[src/rtl/scsi_xfer_pkg.sv]
package scsi_xfer_pkg;

  typedef enum logic [1:0] {
    XS_IDLE = 2'd0,
    XS_XFER = 2'd1,
    XS_WAIT = 2'd2,
    XS_CMD  = 2'd3
  } xfer_state_e;

  localparam int unsigned STAT_TC_BIT  = 4;
  localparam int unsigned STAT_INT_BIT = 7;

  localparam logic [7:0] INTR_BUS_SVC = 8'h10;

  localparam logic [2:0] PH_DATA_OUT = 3'd0;
  localparam logic [2:0] PH_DATA_IN  = 3'd1;
  localparam logic [2:0] PH_COMMAND  = 3'd2;
  localparam logic [2:0] PH_STATUS   = 3'd3;

  localparam logic [2:0] SEQ_ACTIVE  = 3'd4;

endpackage

[src/rtl/xfer_len_calc.sv]
module xfer_len_calc #(
  parameter int CNT_W   = 16,
  parameter int RES_W   = 24,
  parameter int CMD_MAX = 32
) (
  input  logic [CNT_W-1:0]        count_i,
  input  logic signed [RES_W-1:0] residual_i,
  input  logic                    cmd_phase_i,
  output logic [CNT_W:0]          len_o
);
  localparam int LW  = CNT_W + 1;
  localparam int AW  = RES_W + 1;
  localparam int MW  = (AW > LW) ? AW : LW;
  localparam logic [LW-1:0] CMD_LIM = LW'(CMD_MAX);

  logic [LW-1:0] full_len;
  logic [AW-1:0] res_ext;
  logic [AW-1:0] res_mag;
  logic [MW-1:0] full_w;
  logic [MW-1:0] mag_w;

  always_comb begin
    full_len = (count_i == '0) ? {1'b1, {CNT_W{1'b0}}} : {1'b0, count_i};
    res_ext  = {residual_i[RES_W-1], residual_i};
    res_mag  = res_ext[AW-1] ? (~res_ext + 1'b1) : res_ext;
    full_w   = MW'(full_len);
    mag_w    = MW'(res_mag);
    if (cmd_phase_i) begin
      len_o = (full_len > CMD_LIM) ? CMD_LIM : full_len;
    end else if (mag_w < full_w) begin
      len_o = res_mag[LW-1:0];
    end else begin
      len_o = full_len;
    end
  end

endmodule

[src/rtl/xfer_chunk_step.sv]
module xfer_chunk_step #(
  parameter int LEN_W = 17,
  parameter int BUF_W = 17,
  parameter int RES_W = 24
) (
  input  logic [LEN_W-1:0]        rem_i,
  input  logic [BUF_W-1:0]        buf_i,
  input  logic signed [RES_W-1:0] res_i,
  input  logic                    to_dev_i,
  output logic [LEN_W-1:0]        chunk_o,
  output logic [LEN_W-1:0]        rem_nx_o,
  output logic [BUF_W-1:0]        buf_nx_o,
  output logic signed [RES_W-1:0] res_nx_o,
  output logic                    finish_o
);
  localparam int MW = (LEN_W > BUF_W) ? LEN_W : BUF_W;

  logic [MW-1:0]           rem_w;
  logic [MW-1:0]           buf_w;
  logic [MW-1:0]           chunk_w;
  logic signed [RES_W-1:0] chunk_s;
  logic                    res_pos;

  always_comb begin
    rem_w    = MW'(rem_i);
    buf_w    = MW'(buf_i);
    chunk_w  = (rem_w <= buf_w) ? rem_w : buf_w;
    chunk_o  = chunk_w[LEN_W-1:0];
    rem_nx_o = rem_i - chunk_o;
    buf_nx_o = BUF_W'(buf_w - chunk_w);
    chunk_s  = signed'(RES_W'(chunk_w));
    res_nx_o = to_dev_i ? (res_i + chunk_s) : (res_i - chunk_s);
    res_pos  = !res_nx_o[RES_W-1] && (res_nx_o != '0);
    finish_o = (buf_nx_o != '0) ||
               (!to_dev_i && (rem_nx_o == '0) && res_pos);
  end

endmodule

[src/rtl/xfer_status_regs.sv]
module xfer_status_regs
  import scsi_xfer_pkg::*;
#(
  parameter int CNT_W = 16
) (
  input  logic             clk,
  input  logic             rst_n,
  input  logic             ev_start_i,
  input  logic [2:0]       start_phase_i,
  input  logic [CNT_W-1:0] start_count_i,
  input  logic             ev_finish_i,
  input  logic             ev_devdone_i,
  output logic [7:0]       status_o,
  output logic [7:0]       intr_o,
  output logic [2:0]       seq_o,
  output logic [CNT_W-1:0] count_o,
  output logic             irq_o
);
  logic [7:0]       status_q, status_d;
  logic [7:0]       intr_q, intr_d;
  logic [2:0]       seq_q, seq_d;
  logic [CNT_W-1:0] count_q, count_d;
  logic             upd_en;

  always_comb begin
    status_d = status_q;
    intr_d   = intr_q;
    seq_d    = seq_q;
    count_d  = count_q;
    if (ev_devdone_i || ev_finish_i) begin
      if (ev_devdone_i) begin
        status_d      = '0;
        status_d[2:0] = PH_STATUS;
      end
      status_d[STAT_TC_BIT]  = 1'b1;
      status_d[STAT_INT_BIT] = 1'b1;
      intr_d  = INTR_BUS_SVC;
      seq_d   = '0;
      count_d = '0;
    end else if (ev_start_i) begin
      status_d[STAT_TC_BIT]  = 1'b0;
      status_d[STAT_INT_BIT] = 1'b0;
      status_d[2:0]          = start_phase_i;
      intr_d  = '0;
      seq_d   = SEQ_ACTIVE;
      count_d = start_count_i;
    end
  end

  assign upd_en = ev_start_i | ev_finish_i | ev_devdone_i;

  always_ff @(posedge clk or negedge rst_n) begin
    if (!rst_n) begin
      status_q <= '0;
      intr_q   <= '0;
      seq_q    <= '0;
      count_q  <= '0;
    end else if (upd_en) begin
      status_q <= status_d;
      intr_q   <= intr_d;
      seq_q    <= seq_d;
      count_q  <= count_d;
    end
  end

  assign status_o = status_q;
  assign intr_o   = intr_q;
  assign seq_o    = seq_q;
  assign count_o  = count_q;
  assign irq_o    = status_q[STAT_INT_BIT];

endmodule

[src/rtl/scsi_dma_xfer_ctrl.sv]
module scsi_dma_xfer_ctrl
  import scsi_xfer_pkg::*;
#(
  parameter int CNT_W   = 16,
  parameter int RES_W   = 24,
  parameter int BUF_W   = 17,
  parameter int CMD_MAX = 32
) (
  input  logic                    clk,
  input  logic                    rst_n,
  input  logic                    start_i,
  input  logic                    cmd_phase_i,
  input  logic [CNT_W-1:0]        count_i,
  input  logic signed [RES_W-1:0] residual_i,
  input  logic                    abort_i,
  input  logic                    dev_buf_i,
  input  logic [BUF_W-1:0]        dev_len_i,
  input  logic                    dev_done_i,
  output logic                    chunk_req_o,
  output logic [CNT_W:0]          chunk_len_o,
  output logic                    chunk_to_dev_o,
  output logic                    done_o,
  output logic                    busy_o,
  output logic [CNT_W:0]          rem_o,
  output logic signed [RES_W-1:0] residual_o,
  output logic [BUF_W-1:0]        buf_len_o,
  output logic [7:0]              status_o,
  output logic [7:0]              intr_o,
  output logic [2:0]              seq_o,
  output logic [CNT_W-1:0]        count_o,
  output logic                    irq_o
);
  localparam int LW = CNT_W + 1;

  // reset: asynchronous assertion, synchronous release
  logic [1:0] rst_sync_q;
  logic       rst_int_n;

  always_ff @(posedge clk or negedge rst_n) begin
    if (!rst_n) rst_sync_q <= 2'b00;
    else        rst_sync_q <= {rst_sync_q[0], 1'b1};
  end
  assign rst_int_n = rst_sync_q[1];

  xfer_state_e             state_q, state_d;
  logic [LW-1:0]           rem_q, rem_d;
  logic signed [RES_W-1:0] res_q, res_d;
  logic [BUF_W-1:0]        buf_q, buf_d;
  logic                    dir_q, dir_d;
  logic                    req_q, req_d;
  logic [LW-1:0]           clen_q, clen_d;
  logic                    cdir_q, cdir_d;
  logic                    done_q, done_d;
  logic                    ev_start, ev_finish, ev_devdone;
  logic [2:0]              start_phase;

  logic [LW-1:0]           eff_len;
  logic [LW-1:0]           step_chunk;
  logic [LW-1:0]           step_rem;
  logic [BUF_W-1:0]        step_buf;
  logic signed [RES_W-1:0] step_res;
  logic                    step_fin;
  logic                    res_le_zero;

  xfer_len_calc #(
    .CNT_W  (CNT_W),
    .RES_W  (RES_W),
    .CMD_MAX(CMD_MAX)
  ) u_len (
    .count_i    (count_i),
    .residual_i (residual_i),
    .cmd_phase_i(cmd_phase_i),
    .len_o      (eff_len)
  );

  xfer_chunk_step #(
    .LEN_W(LW),
    .BUF_W(BUF_W),
    .RES_W(RES_W)
  ) u_step (
    .rem_i   (rem_q),
    .buf_i   (buf_q),
    .res_i   (res_q),
    .to_dev_i(dir_q),
    .chunk_o (step_chunk),
    .rem_nx_o(step_rem),
    .buf_nx_o(step_buf),
    .res_nx_o(step_res),
    .finish_o(step_fin)
  );

  assign res_le_zero = res_q[RES_W-1] || (res_q == '0);
  assign start_phase = cmd_phase_i ? PH_COMMAND :
                       (residual_i[RES_W-1] ? PH_DATA_OUT : PH_DATA_IN);

  always_comb begin
    state_d    = state_q;
    rem_d      = rem_q;
    res_d      = res_q;
    buf_d      = buf_q;
    dir_d      = dir_q;
    req_d      = 1'b0;
    clen_d     = '0;
    cdir_d     = 1'b0;
    done_d     = 1'b0;
    ev_start   = 1'b0;
    ev_finish  = 1'b0;
    ev_devdone = 1'b0;
    if (abort_i) begin
      state_d = XS_IDLE;
      rem_d   = '0;
    end else if (dev_done_i) begin
      state_d    = XS_IDLE;
      rem_d      = '0;
      res_d      = '0;
      buf_d      = '0;
      done_d     = 1'b1;
      ev_devdone = 1'b1;
    end else begin
      unique case (state_q)
        XS_IDLE: begin
          if (dev_buf_i) buf_d = dev_len_i;
          if (start_i) begin
            ev_start = 1'b1;
            rem_d    = eff_len;
            res_d    = residual_i;
            dir_d    = cmd_phase_i | residual_i[RES_W-1];
            state_d  = cmd_phase_i ? XS_CMD : XS_XFER;
          end
        end
        XS_XFER: begin
          if (buf_q == '0) begin
            state_d = XS_WAIT;
          end else begin
            req_d  = (step_chunk != '0);
            clen_d = step_chunk;
            cdir_d = dir_q;
            rem_d  = step_rem;
            buf_d  = step_buf;
            res_d  = step_res;
            if (step_fin) begin
              done_d    = 1'b1;
              ev_finish = 1'b1;
              state_d   = XS_IDLE;
            end else begin
              state_d = XS_WAIT;
            end
          end
        end
        XS_WAIT: begin
          if (dev_buf_i) begin
            buf_d = dev_len_i;
            if (rem_q != '0) begin
              state_d = XS_XFER;
            end else if (res_le_zero) begin
              done_d    = 1'b1;
              ev_finish = 1'b1;
              state_d   = XS_IDLE;
            end
          end
        end
        XS_CMD: begin
          req_d     = (rem_q != '0);
          clen_d    = rem_q;
          cdir_d    = 1'b1;
          rem_d     = '0;
          res_d     = '0;
          done_d    = 1'b1;
          ev_finish = 1'b1;
          state_d   = XS_IDLE;
        end
        default: state_d = XS_IDLE;
      endcase
    end
  end

  always_ff @(posedge clk or negedge rst_int_n) begin
    if (!rst_int_n) begin
      state_q <= XS_IDLE;
      rem_q   <= '0;
      res_q   <= '0;
      buf_q   <= '0;
      dir_q   <= 1'b0;
      req_q   <= 1'b0;
      clen_q  <= '0;
      cdir_q  <= 1'b0;
      done_q  <= 1'b0;
    end else begin
      state_q <= state_d;
      rem_q   <= rem_d;
      res_q   <= res_d;
      buf_q   <= buf_d;
      dir_q   <= dir_d;
      req_q   <= req_d;
      clen_q  <= clen_d;
      cdir_q  <= cdir_d;
      done_q  <= done_d;
    end
  end

  xfer_status_regs #(
    .CNT_W(CNT_W)
  ) u_regs (
    .clk          (clk),
    .rst_n        (rst_int_n),
    .ev_start_i   (ev_start),
    .start_phase_i(start_phase),
    .start_count_i(count_i),
    .ev_finish_i  (ev_finish),
    .ev_devdone_i (ev_devdone),
    .status_o     (status_o),
    .intr_o       (intr_o),
    .seq_o        (seq_o),
    .count_o      (count_o),
    .irq_o        (irq_o)
  );

  assign chunk_req_o    = req_q;
  assign chunk_len_o    = clen_q;
  assign chunk_to_dev_o = cdir_q;
  assign done_o         = done_q;
  assign busy_o         = (state_q != XS_IDLE);
  assign rem_o          = rem_q;
  assign residual_o     = res_q;
  assign buf_len_o      = buf_q;

endmodule

[config.mk]
export PLATFORM = sky130hd
export DESIGN_NAME = scsi_dma_xfer_ctrl
export DESIGN_NICKNAME = d
export VERILOG_FILES = /design/src/rtl/scsi_xfer_pkg.sv /design/src/rtl/xfer_len_calc.sv /design/src/rtl/xfer_chunk_step.sv /design/src/rtl/xfer_status_regs.sv /design/src/rtl/scsi_dma_xfer_ctrl.sv
export SDC_FILE = /design/constraint.sdc
export NUM_CORES = 1
export LEC_CHECK = 0
export CAP_MARGIN = 20
export CORE_AREA = 3 3 176 178
export CTS_BUF_LIST = sky130_fd_sc_hd__clkbuf_4
export CTS_CLUSTER_SIZE = 10
export DETAILED_ROUTE_END_ITERATION = 6
export DIE_AREA = 0 0 179 181
export PLACE_DENSITY = 0.6
export SLEW_MARGIN = 20
export SYNTH_ARGS = -nofsm -noshare
export SYNTH_HDL_FRONTEND = slang
export SYNTH_SLANG_ARGS = --single-unit
[constraint.sdc]
create_clock -name clk -period 9.45 [get_ports clk]
set_input_delay 2.3625 -clock clk [delete_from_list [all_inputs] [get_ports clk]]
set_output_delay 2.3625 -clock clk [all_outputs]
set_load 0.005 [all_outputs]
== Word-level counts from Yosys, hierarchy flattened ==
Index checks and enable logic that the tools add are counted.

* Flip-flop bits (word level): 114
* Bits in latches: 0
* RAM bits: 0
* Bits in read-only memories: 0
* Bits of input ports: 64
* Output and inout port bits: 115
* Logic and storage cells: 141
* Memories kept: 0

* Add/subtract/negate cells: 5
* Multiply operators: 0
* Div/mod/pow operators: 0
* $lt $le $gt $ge: 3
* Equal/unequal tests: 11
* Shifts and indexed selects: 0
* Mux-type cells: 71
* Bitwise operators: 6
* Reduce and logical (&&, ||, !) cells: 30

{| class="wikitable"
|+ Operator list
! kind !! count
|-
| 17-bit 2-to-1 mux || 15
|-
| 24-bit 2-to-1 mux || 4
|-
| 24-bit case mux with 3 select lines || 1
|-
| 17-bit case mux with 2 select lines || 2
|-
| 17-bit case mux with 3 select lines || 1
|-
| 17-bit nonzero test || 3
|-
| 17-bit logical NOT || 2
|-
| 17-bit subtractor || 2
|-
| 16-bit 2-to-1 mux || 2
|-
| 25-bit by 1-bit adder with 25-bit output, second input constant || 1
|-
| 25-bit by 17-bit < comparator with 1-bit output || 1
|-
| 25-bit 2-to-1 mux || 1
|-
| 25-bit inverter || 1
|-
| 24-bit by 18-bit adder with 24-bit output || 1
|-
| 24-bit logical NOT || 1
|-
| 1-bit 2-to-1 mux || 24
|-
| 24-bit nonzero test || 1
|-
| 24-bit by 18-bit subtractor with 24-bit output || 1
|-
| 2-bit 2-to-1 mux || 10
|-
| 17-bit by 6-bit > comparator with 1-bit output, second input constant || 1
|-
| 17-bit less-or-equal comparator || 1
|-
| 16-bit logical NOT || 1
|-
| 8-bit 2-to-1 mux || 2
|-
| 3-bit 2-to-1 mux || 5
|-
| other kinds (24) || 42
|}

== Longest topological paths before layout ==
Gate-level depths: netlist of the first run.

* Depth after elaboration: 16
* Mapped depth: 28
* Depth with buffers taken out: 24

== Modules after synthesis ==
Synthesis of the first run repeated with hierarchy kept, for this count alone.

* Cell total of the unflattened synthesis: 1246
* Area total of the unflattened synthesis: 10587.7 um^2

{| class="wikitable"
|+ Modules (own cells, without submodules)
! module !! times used !! cells each !! area an instance (um^2) !! sequential area each (um^2)
|-
| scsi_dma_xfer_ctrl || 1 || 381 || 4160.2 || 2077.0
|-
| xfer_chunk_step || 1 || 591 || 4073.9 || 0.0
|-
| xfer_len_calc || 1 || 186 || 1356.3 || 0.0
|-
| xfer_status_regs || 1 || 88 || 997.2 || 525.5
|}

== Worst setup path before layout of the first run ==
Ideal clock, no wire load.

* Kind: reg-to-reg
* Start: reg buf_q[14], in the netlist buf_len_o[14]
* End: reg u_regs.count_q[10], in the netlist u_regs.count_o[10]
* Library setup time: 0.121 ns
* Arrival time: 6.144 ns
* Data required time: 9.329 ns
* Slack: 3.185 ns
* Stages on the path, launching flop included: 26
* Path buffers: 4
* Clock period less this slack: 6.265 ns
* Cells stage by stage: dfrtp_1 inv_1 ha_1 nand4_1 nor4_1 a211oi_1 a21boi_0 clkbuf_1 buf_1 clkbuf_1 a21oi_1 inv_1 ha_1 inv_1 fa_1 a21o_1 a311oi_1 nor3b_1 o211ai_1 o2111ai_1 or4_1 or4_4 a2111oi_4 nor3_2 buf_6 a22o_1

* Cells in the longest elaborated chain, start to end: 16
* Elaborated cells on any way between the ends: 27
* Classes of those cells: 4 x add/sub; 1 x order compare; 8 x mux; 2 x bitwise; 12 x reduce/logical

{| class="wikitable"
|+ Ends and longest elaborated chain
! what !! line !! source
|-
| start, declared || scsi_dma_xfer_ctrl.sv:48 || <nowiki>logic [BUF_W-1:0] buf_q, buf_d;</nowiki>
|-
| start signal, assigned || scsi_dma_xfer_ctrl.sv:192 || <nowiki>buf_q <= buf_d;</nowiki>
|-
| 17-bit less-or-equal comparator || xfer_chunk_step.sv:27 || <nowiki>chunk_w = (rem_w <= buf_w) ? rem_w : buf_w;</nowiki>
|-
| 17-bit 2-to-1 mux || xfer_chunk_step.sv:27 ||
|-
| 24-bit by 18-bit subtractor with 24-bit output / 24-bit by 18-bit adder with 24-bit output (equally long branches) || xfer_chunk_step.sv:32 || <nowiki>res_nx_o = to_dev_i ? (res_i + chunk_s) : (res_i - chunk_s);</nowiki>
|-
| 24-bit 2-to-1 mux || xfer_chunk_step.sv:32 ||
|-
| 24-bit nonzero test / 1-bit logical NOT (equally long branches) || xfer_chunk_step.sv:33 || <nowiki>res_pos = !res_nx_o[RES_W-1] && (res_nx_o != '0);</nowiki>
|-
| 1-bit logical AND || xfer_chunk_step.sv:33 ||
|-
| 1-bit logical AND || xfer_chunk_step.sv:35 || <nowiki>(!to_dev_i && (rem_nx_o == '0) && res_pos);</nowiki>
|-
| 1-bit logical OR || xfer_chunk_step.sv:34 || <nowiki>finish_o = (buf_nx_o != '0) ||</nowiki>
|-
| 1-bit 2-to-1 mux || scsi_dma_xfer_ctrl.sv:141 || <nowiki>if (step_fin) begin</nowiki>
|-
| 1-bit 2-to-1 mux (*) || scsi_dma_xfer_ctrl.sv:132 || <nowiki>if (buf_q == '0) begin</nowiki>
|-
| 1-bit case mux with 3 select lines (*) || scsi_dma_xfer_ctrl.sv:120 || <nowiki>unique case (state_q)</nowiki>
|-
| 1-bit 2-to-1 mux (*) || scsi_dma_xfer_ctrl.sv:112 || <nowiki>end else if (dev_done_i) begin</nowiki>
|-
| 1-bit 2-to-1 mux (*) || scsi_dma_xfer_ctrl.sv:109 || <nowiki>if (abort_i) begin</nowiki>
|-
| 1-bit OR / 1-bit logical OR (equally long branches) || xfer_status_regs.sv:50, xfer_status_regs.sv:30 ||
|-
| 1-bit OR / 2-bit nonzero test (equally long branches) || n/a ||
|-
| 2-bit AND reduction (no source line) || n/a ||
|-
| end signal, assigned || xfer_status_regs.sv:62 || <nowiki>count_q <= count_d;</nowiki>
|-
| end, declared || xfer_status_regs.sv:22 || <nowiki>logic [CNT_W-1:0] count_q, count_d;</nowiki>
|}

Mark *: on every way between the ends. The rest lies on a longest branch, timed or not.
A chain may end at the register's enable or synchronous reset.

== Worst setup path in the final report of the first run ==
* Start: reg buf_q[14], in the netlist buf_len_o[14]
* End: reg u_regs.count_q[5], in the netlist u_regs.count_o[5]

The elaborated chain is that of the path after synthesis.

==> results of run 1 <==
-- stage by stage --
step	hold WS (ns)	instances	area [sq um]	power, mW
6_report	0.346	1815	12400	2.53
5_1_grt	0.391	1815	12400	2.72
4_1_cts	0.368	1813	12400	2.51
3_5_place_dp	0.340	1797	12200	2.18
3_3_place_gp	0.335	1797	12200	2.18
2_1_floorplan	0.331	1306	10300	1.68
-- metal layers --
| layer | vias up | track usage, % | part of all wire, % |
|---|---|---|---|
| met1 | 5251 | 36.5 | 46 |
| met2 | 491 | 37.3 | 44 |
| met5 | - | 0 | 0.072 |
| met3 | 45 | 3.34 | 8.3 |
| li1 | 5045 | - | - |
| met4 | 4 | 5.55 | 1.8 |
-- worst max-delay path, cell delays in order, from the launching register on --
cell	delay, ns
dfrtp_1	0.51
inv_1	0.07
ha_1	0.30
nand4_1	0.20
nor4_1	0.42
a211oi_1	0.18
a21boi_4	0.59
buf_4	0.41
mux2i_1	0.81
a21oi_1	0.18
xnor2_1	0.20
ha_1	0.44
nand4_1	0.25
a2111oi_0	0.87
o31a_1	0.33
o32ai_1	0.11
nor4b_1	0.32
and3_1	0.29
a2111oi_4	0.11
nor3_4	0.60
a22o_1	0.24
-- worst max-delay path by stage --
stage	startpoint	to	slack, ns
6_report	buf_len_o[14]	u_regs.count_o[5]	1.98
5_1_grt	buf_len_o[15]	u_regs.count_o[11]	1.49
4_1_cts	buf_len_o[14]	u_regs.count_o[14]	1.76
3_5_place_dp	buf_len_o[14]	u_regs.count_o[7]	1.77
3_3_place_gp	buf_len_o[15]	u_regs.count_o[1]	1.99
2_1_floorplan	buf_len_o[14]	u_regs.count_o[10]	3.18
-- power by group through the flow --
stage	Clock, mW	Sequential [mW]	Combinational (mW)
after floorplan	0	0.547	1.13
after global placement	0	0.574	1.60
after detailed placement	0	0.574	1.61
after CTS	0.323	0.566	1.62
after global routing	0.336	0.576	1.80
final	0.319	0.568	1.64
-- cell families (layout without fill, tap and decap cells) --
| kind of cell | after synthesis | in the layout | share of synthesized area [%] |
|---|---|---|---|
| compound gates | 449 | 449 | 28.6 |
| buf+inv | 144 | 261 | 6.02 |
| xor+xnor | 67 | 67 | 5.85 |
| simple gates | 400 | 400 | 19.1 |
| other cells | 2 | 16 | 0.0731 |
| flops | 103 | 103 | 25.1 |
| fa+ha+maj | 99 | 99 | 12.3 |
| mux | 30 | 30 | 2.96 |
-- synth_stat cells (5+ instances only) --
library cell,instances
and4_1,5
a21oi_1,107
nand2b_1,12
o21ai_0,105
xor2_1,19
o211ai_1,13
a22oi_1,21
xnor2_1,47
a22o_1,20
nand3_1,24
o21a_1,8
a31oi_1,10
dfrtp_1,103
and2_1,9
inv_1,63
o41ai_1,6
and3_1,10
ha_1,96
buf_4,16
a21boi_0,8
or3_1,12
mux2i_1,27
or4_1,10
nand2_1,89
clkbuf_1,57
nor4_1,18
o311ai_0,6
nor2_1,121
o2111ai_1,7
nor3_1,36
nor2b_1,9
a21o_1,25
a211oi_1,20
o31ai_1,27
o22ai_1,16
or2_2,7
nand4_1,23
-- registers in the layout (all words and copies together) (netlist names) --
signal           flops
u_regs.count_o      16
u_regs.status_o      2
state_q              2
rst_sync_q           2
rem_o               17
chunk_len_o         17
u_regs.seq_o         1
done_o               1
residual_o          24
chunk_req_o          1
chunk_to_dev_o       1
dir_q                1
u_regs.intr_o        1
buf_len_o           17
-- cell type report --
class / instances / share of cell area, %
diodes: 2 / 0.0403
clock buffers: 9 / 0.544
clock inverters: 7 / 0.997
inverters: 64 / 1.93
multi-input cells: 1059 / 57.5
flip-flops and latches: 103 / 20.8
well taps: 390 / 3.93
repair buffers: 181 / 14.3
==> impl_metrics.json, run 1 <==
{
  "synth_area_sq_mm": 0.0103,
  "cts_root_buf": "clkbuf_4",
  "gr-total-overflow": 0,
  "seq_power_share_pct": 22.4,
  "grt_pass1_wl_um": 61600,
  "die-area_sq_mm": 0.0324,
  "gp_congestion": 0.957,
  "ir_drop_mv": 0.0912,
  "port_buffers": 165,
  "globalRouteTotalUtil_pct": 24.5,
  "firstDrtPassIters": 7,
  "post-cts-setup-buffer-count": 0,
  "ys_seq_area_share_pct": 25.1,
  "place_ws_ns": 1.77,
  "path_max_fanout": 21,
  "min_period_ns": 7.47,
  "fin_ws_ns": 1.98,
  "clkTransAtPathRegs_ns": 0.22,
  "p_sw_mw": 1.27,
  "layout_commonest_cell": "clkdlybuf4s50_1",
  "start_kind": "register",
  "yosysTopAreaCellShare_pct": 25.1,
  "setup_violations": 0,
  "layout-drive-gt1-share_pct": 4.08,
  "reg2regPathDepth": 20,
  "power.density_mw_per_mm2": 204,
  "synthToLayoutAreaGrowth_pct": 21.0,
  "ys_types": 77,
  "antenna_left": 0,
  "synth-async-reset-ratio_pct": 100,
  "timing.final.crit_share_pct": 79.0,
  "wl_per_cell_um": 22.3,
  "dpl.hpwl_um": 31600,
  "grt_max_degree": 63,
  "start_util_pct": 34.7,
  "die_h_um": 181,
  "layout_common_cells": "clkdlybuf4s50_1, nor2_1, a21oi_1",
  "ys_ff_latch": 103,
  "grt_pass1_vias": 10200,
  "fillers": 3039,
  "vias": 10800,
  "cts_buffer_depth": 2,
  "synth_flop_cell": "dfrtp_1",
  "numCtsBuffers": 9,
  "die_w_um": 179,
  "ff2ff_setup_slack_ns": 1.98,
  "rr_startpoint": "buf_len_o[14]",
  "endpoint_kind": "register",
  "tns_ns": 0,
  "skew_ns": 0.0229,
  "required_ns": 9.95,
  "synthCells": 1294,
  "htree_num_levels": 3,
  "drv_slew": 0,
  "post_cts_hold_buffer_count": 0,
  "core_sq_mm": 0.0296,
  "fmaxAchievable_mhz": 134,
  "max_cap_viol_count": 0,
  "reg2reg_to": "u_regs.count_o[5]",
  "hp-class": "register to async pin",
  "synth_edf_count": 0,
  "drtIter0Drc": 963,
  "core.rowCount": 63,
  "antenna_found_initial": 3,
  "final_core_util_pct": 42.0,
  "ios": 179,
  "maxSlewHeadroom_pct": 25.8,
  "clkPwrFrac_pct": 12.6,
  "drc": 0,
  "p_leak_nw": 5.18,
  "yosysWarnings": 0,
  "clock-sinks": 103,
  "nets": 1581,
  "multiInputGateArea_sq_mm": 0.00715,
  "comb_power_share_pct": 65.0,
  "yosysTopAreaCell": "dfrtp_1",
  "clkLatencyLatePin_ns": 0.54,
  "vias_per_cell": 5.97,
  "regArea_sq_mm": 0.00258,
  "cts_tree": "yes",
  "worst_pin_slew_ns": 1.11,
  "synth.area.top_cells": "dfrtp_1, ha_1, a21oi_1, o21ai_0, nor2_1",
  "cp_data_arrival_time_ns": 7.97,
  "avgSynthCellArea_sq_um": 7.94,
  "cts.repair.resized": 0,
  "switching_share_pct": 50.0,
  "p_int_mw": 1.26,
  "rsz0062_at_grt": "no",
  "hold_violations": 0,
  "status": "completed",
  "path_class": "register to register",
  "wirelength_um": 40400
}
Power figures use the tool's default switching activity.
==> run 2, diff against run 1 <==
Clock period 9.45 ns to 7 ns, I/O delays scaled along.
==> impl_metrics.json, run 2 (synthesized netlist as in run 1, its figures left out) <==
{
  "status": "completed",
  "drc": 0,
  "dpl-instance-area_sq_mm": 0.0128,
  "fin_cells": 1887,
  "rsz0062_at_grt": "no",
  "clkLatencyLatePin_ns": 0.53,
  "grt_max_degree": 65,
  "power.density_mw_per_mm2": 276,
  "hold_violations": 0,
  "switching_share_pct": 48.6,
  "place_inst": 1869,
  "required_ns": 7.44,
  "hold-worst-slack_ns": 0.326,
  "cts_buffer_depth": 2,
  "worst_pin_slew_ns": 1.09,
  "core_sq_mm": 0.0296,
  "comb_power_share_pct": 69.0,
  "ir_drop_mv": 0.0995,
  "cts_tree": "yes",
  "gr-total-overflow": 0,
  "path_max_fanout": 16,
  "clkTransAtPathRegs_ns": 0.20,
  "layout-drive-gt1-share_pct": 8.69,
  "grt_pass1_wl_um": 62900,
  "grt_pass1_vias": 10200,
  "ff2ff_setup_slack_ns": 0.48,
  "die_w_um": 179,
  "ios": 179,
  "p_leak_nw": 5.53,
  "wl_per_cell_um": 22.3,
  "drtIter0Drc": 999,
  "firstDrtPassIters": 5,
  "seq_power_share_pct": 21.0,
  "final_core_util_pct": 43.8,
  "endpoint_kind": "register",
  "layout_common_cells": "clkdlybuf4s50_1, nor2_1, a21oi_1",
  "power_mw": 3.58,
  "drv_slew": 0,
  "start_kind": "register",
  "fin_ws_ns": 0.477,
  "nets": 1654,
  "p_sw_mw": 1.74,
  "die-area_sq_mm": 0.0324,
  "vias": 11200,
  "path_class": "register to register",
  "antenna_left": 0,
  "fin_area_sq_mm": 0.0129,
  "htree_num_levels": 3,
  "maxSlewHeadroom_pct": 26.7,
  "layout_commonest_cell": "clkdlybuf4s50_1",
  "fmaxAchievable_mhz": 153,
  "numCtsBuffers": 9,
  "place_ws_ns": 0.141,
  "cts_root_buf": "clkbuf_4",
  "min_period_ns": 6.52,
  "timing.final.crit_share_pct": 93.2,
  "start_util_pct": 34.7,
  "max_cap_viol_count": 0,
  "post_cts_hold_buffer_count": 0,
  "globalRouteTotalUtil_pct": 25.2,
  "wirelength_um": 42100,
  "port_buffers": 165,
  "gp_congestion": 0.986,
  "fillers": 3033,
  "dpl.hpwl_um": 33300,
  "p_int_mw": 1.84,
  "clock-sinks": 103,
  "cp_data_arrival_time_ns": 6.96,
  "setup_violations": 0,
  "synthToLayoutAreaGrowth_pct": 26.0,
  "skew_ns": 0.0315,
  "vias_per_cell": 5.92,
  "antenna_found_initial": 1,
  "core.rowCount": 63,
  "clkPwrFrac_pct": 10.0,
  "largest_reg_flops": 24,
  "tns_ns": 0,
  "hp-class": "register to async pin",
  "die_h_um": 181
}
run 2: path summary, 6_finish.rpt:
path,start,endpoint,cells past startpoint
hold reg to reg,rst_sync_q[1],u_regs.count_o[12],0
setup reg to reg,buf_len_o[15],u_regs.count_o[3],27
min in group clk,rst_sync_q[0],rst_sync_q[1],0
hold / removal,rst_sync_q[1],u_regs.count_o[12],0
max in group asynchronous,rst_sync_q[1],chunk_len_o[15],1
setup / recovery,buf_len_o[15],u_regs.count_o[3],27
run 2: power groups by stage:
stage	clock network (mW)	logic, mW	registers, mW
final	0.356	2.47	0.751
after global routing	0.388	2.69	0.760
after CTS	0.367	2.42	0.751
after detailed placement	0	2.41	0.761
after global placement	0	2.41	0.761
after floorplan	0	1.52	0.738
run 2: critical path, cell delays in order, from the launching register on:
cell and delay [ns]:
dfrtp_1 0.49, inv_1 0.07, ha_1 0.29, nand4_1 0.19
nor4_1 0.46, a211oi_1 0.19, a21boi_4 0.45, buf_4 0.27
o21ai_0 0.13, and2_1 0.20, and3_1 0.18, ha_1 0.27
nor2_1 0.04, a21oi_1 0.29, ha_1 0.32, buf_4 0.17
nand2_1 0.08, nor2_1 0.05, a22o_1 0.26, o31a_1 0.34
buf_4 0.15, or3_1 0.34, o2111ai_1 0.18, nor2_1 0.14
a2111oi_4 0.44, nor3_4 0.09, buf_12 0.16, a22o_1 0.18
run 2: area by class of cell:
class,count,area (sq um),area share [%]
multi-input cells,1059,7150,55.3
inverters,64,240,1.86
flip-flops and latches,103,2580,19.9
clock inverters,7,76.3,0.590
clock buffers,9,67.6,0.522
diodes,1,2.50,0.0193
well taps,390,488,3.77
repair buffers,254,2330,18.0
run 2: repair_timing:
action / CTS / global route
buffers inserted: 0 / 1
gates resized for setup: 0 / 1
setup endpoints to repair: 0 / 16
run 2: per-layer routing:
layer | share of wire (%) | vias to the layer above | global-route usage [%]
li1 | - | 5206 | -
met1 | 45 | 5310 | 36.7
met2 | 44 | 583 | 38.4
met3 | 8.3 | 69 | 3.57
met4 | 3.1 | 0 | 7.61
met5 | 0 | - | 0
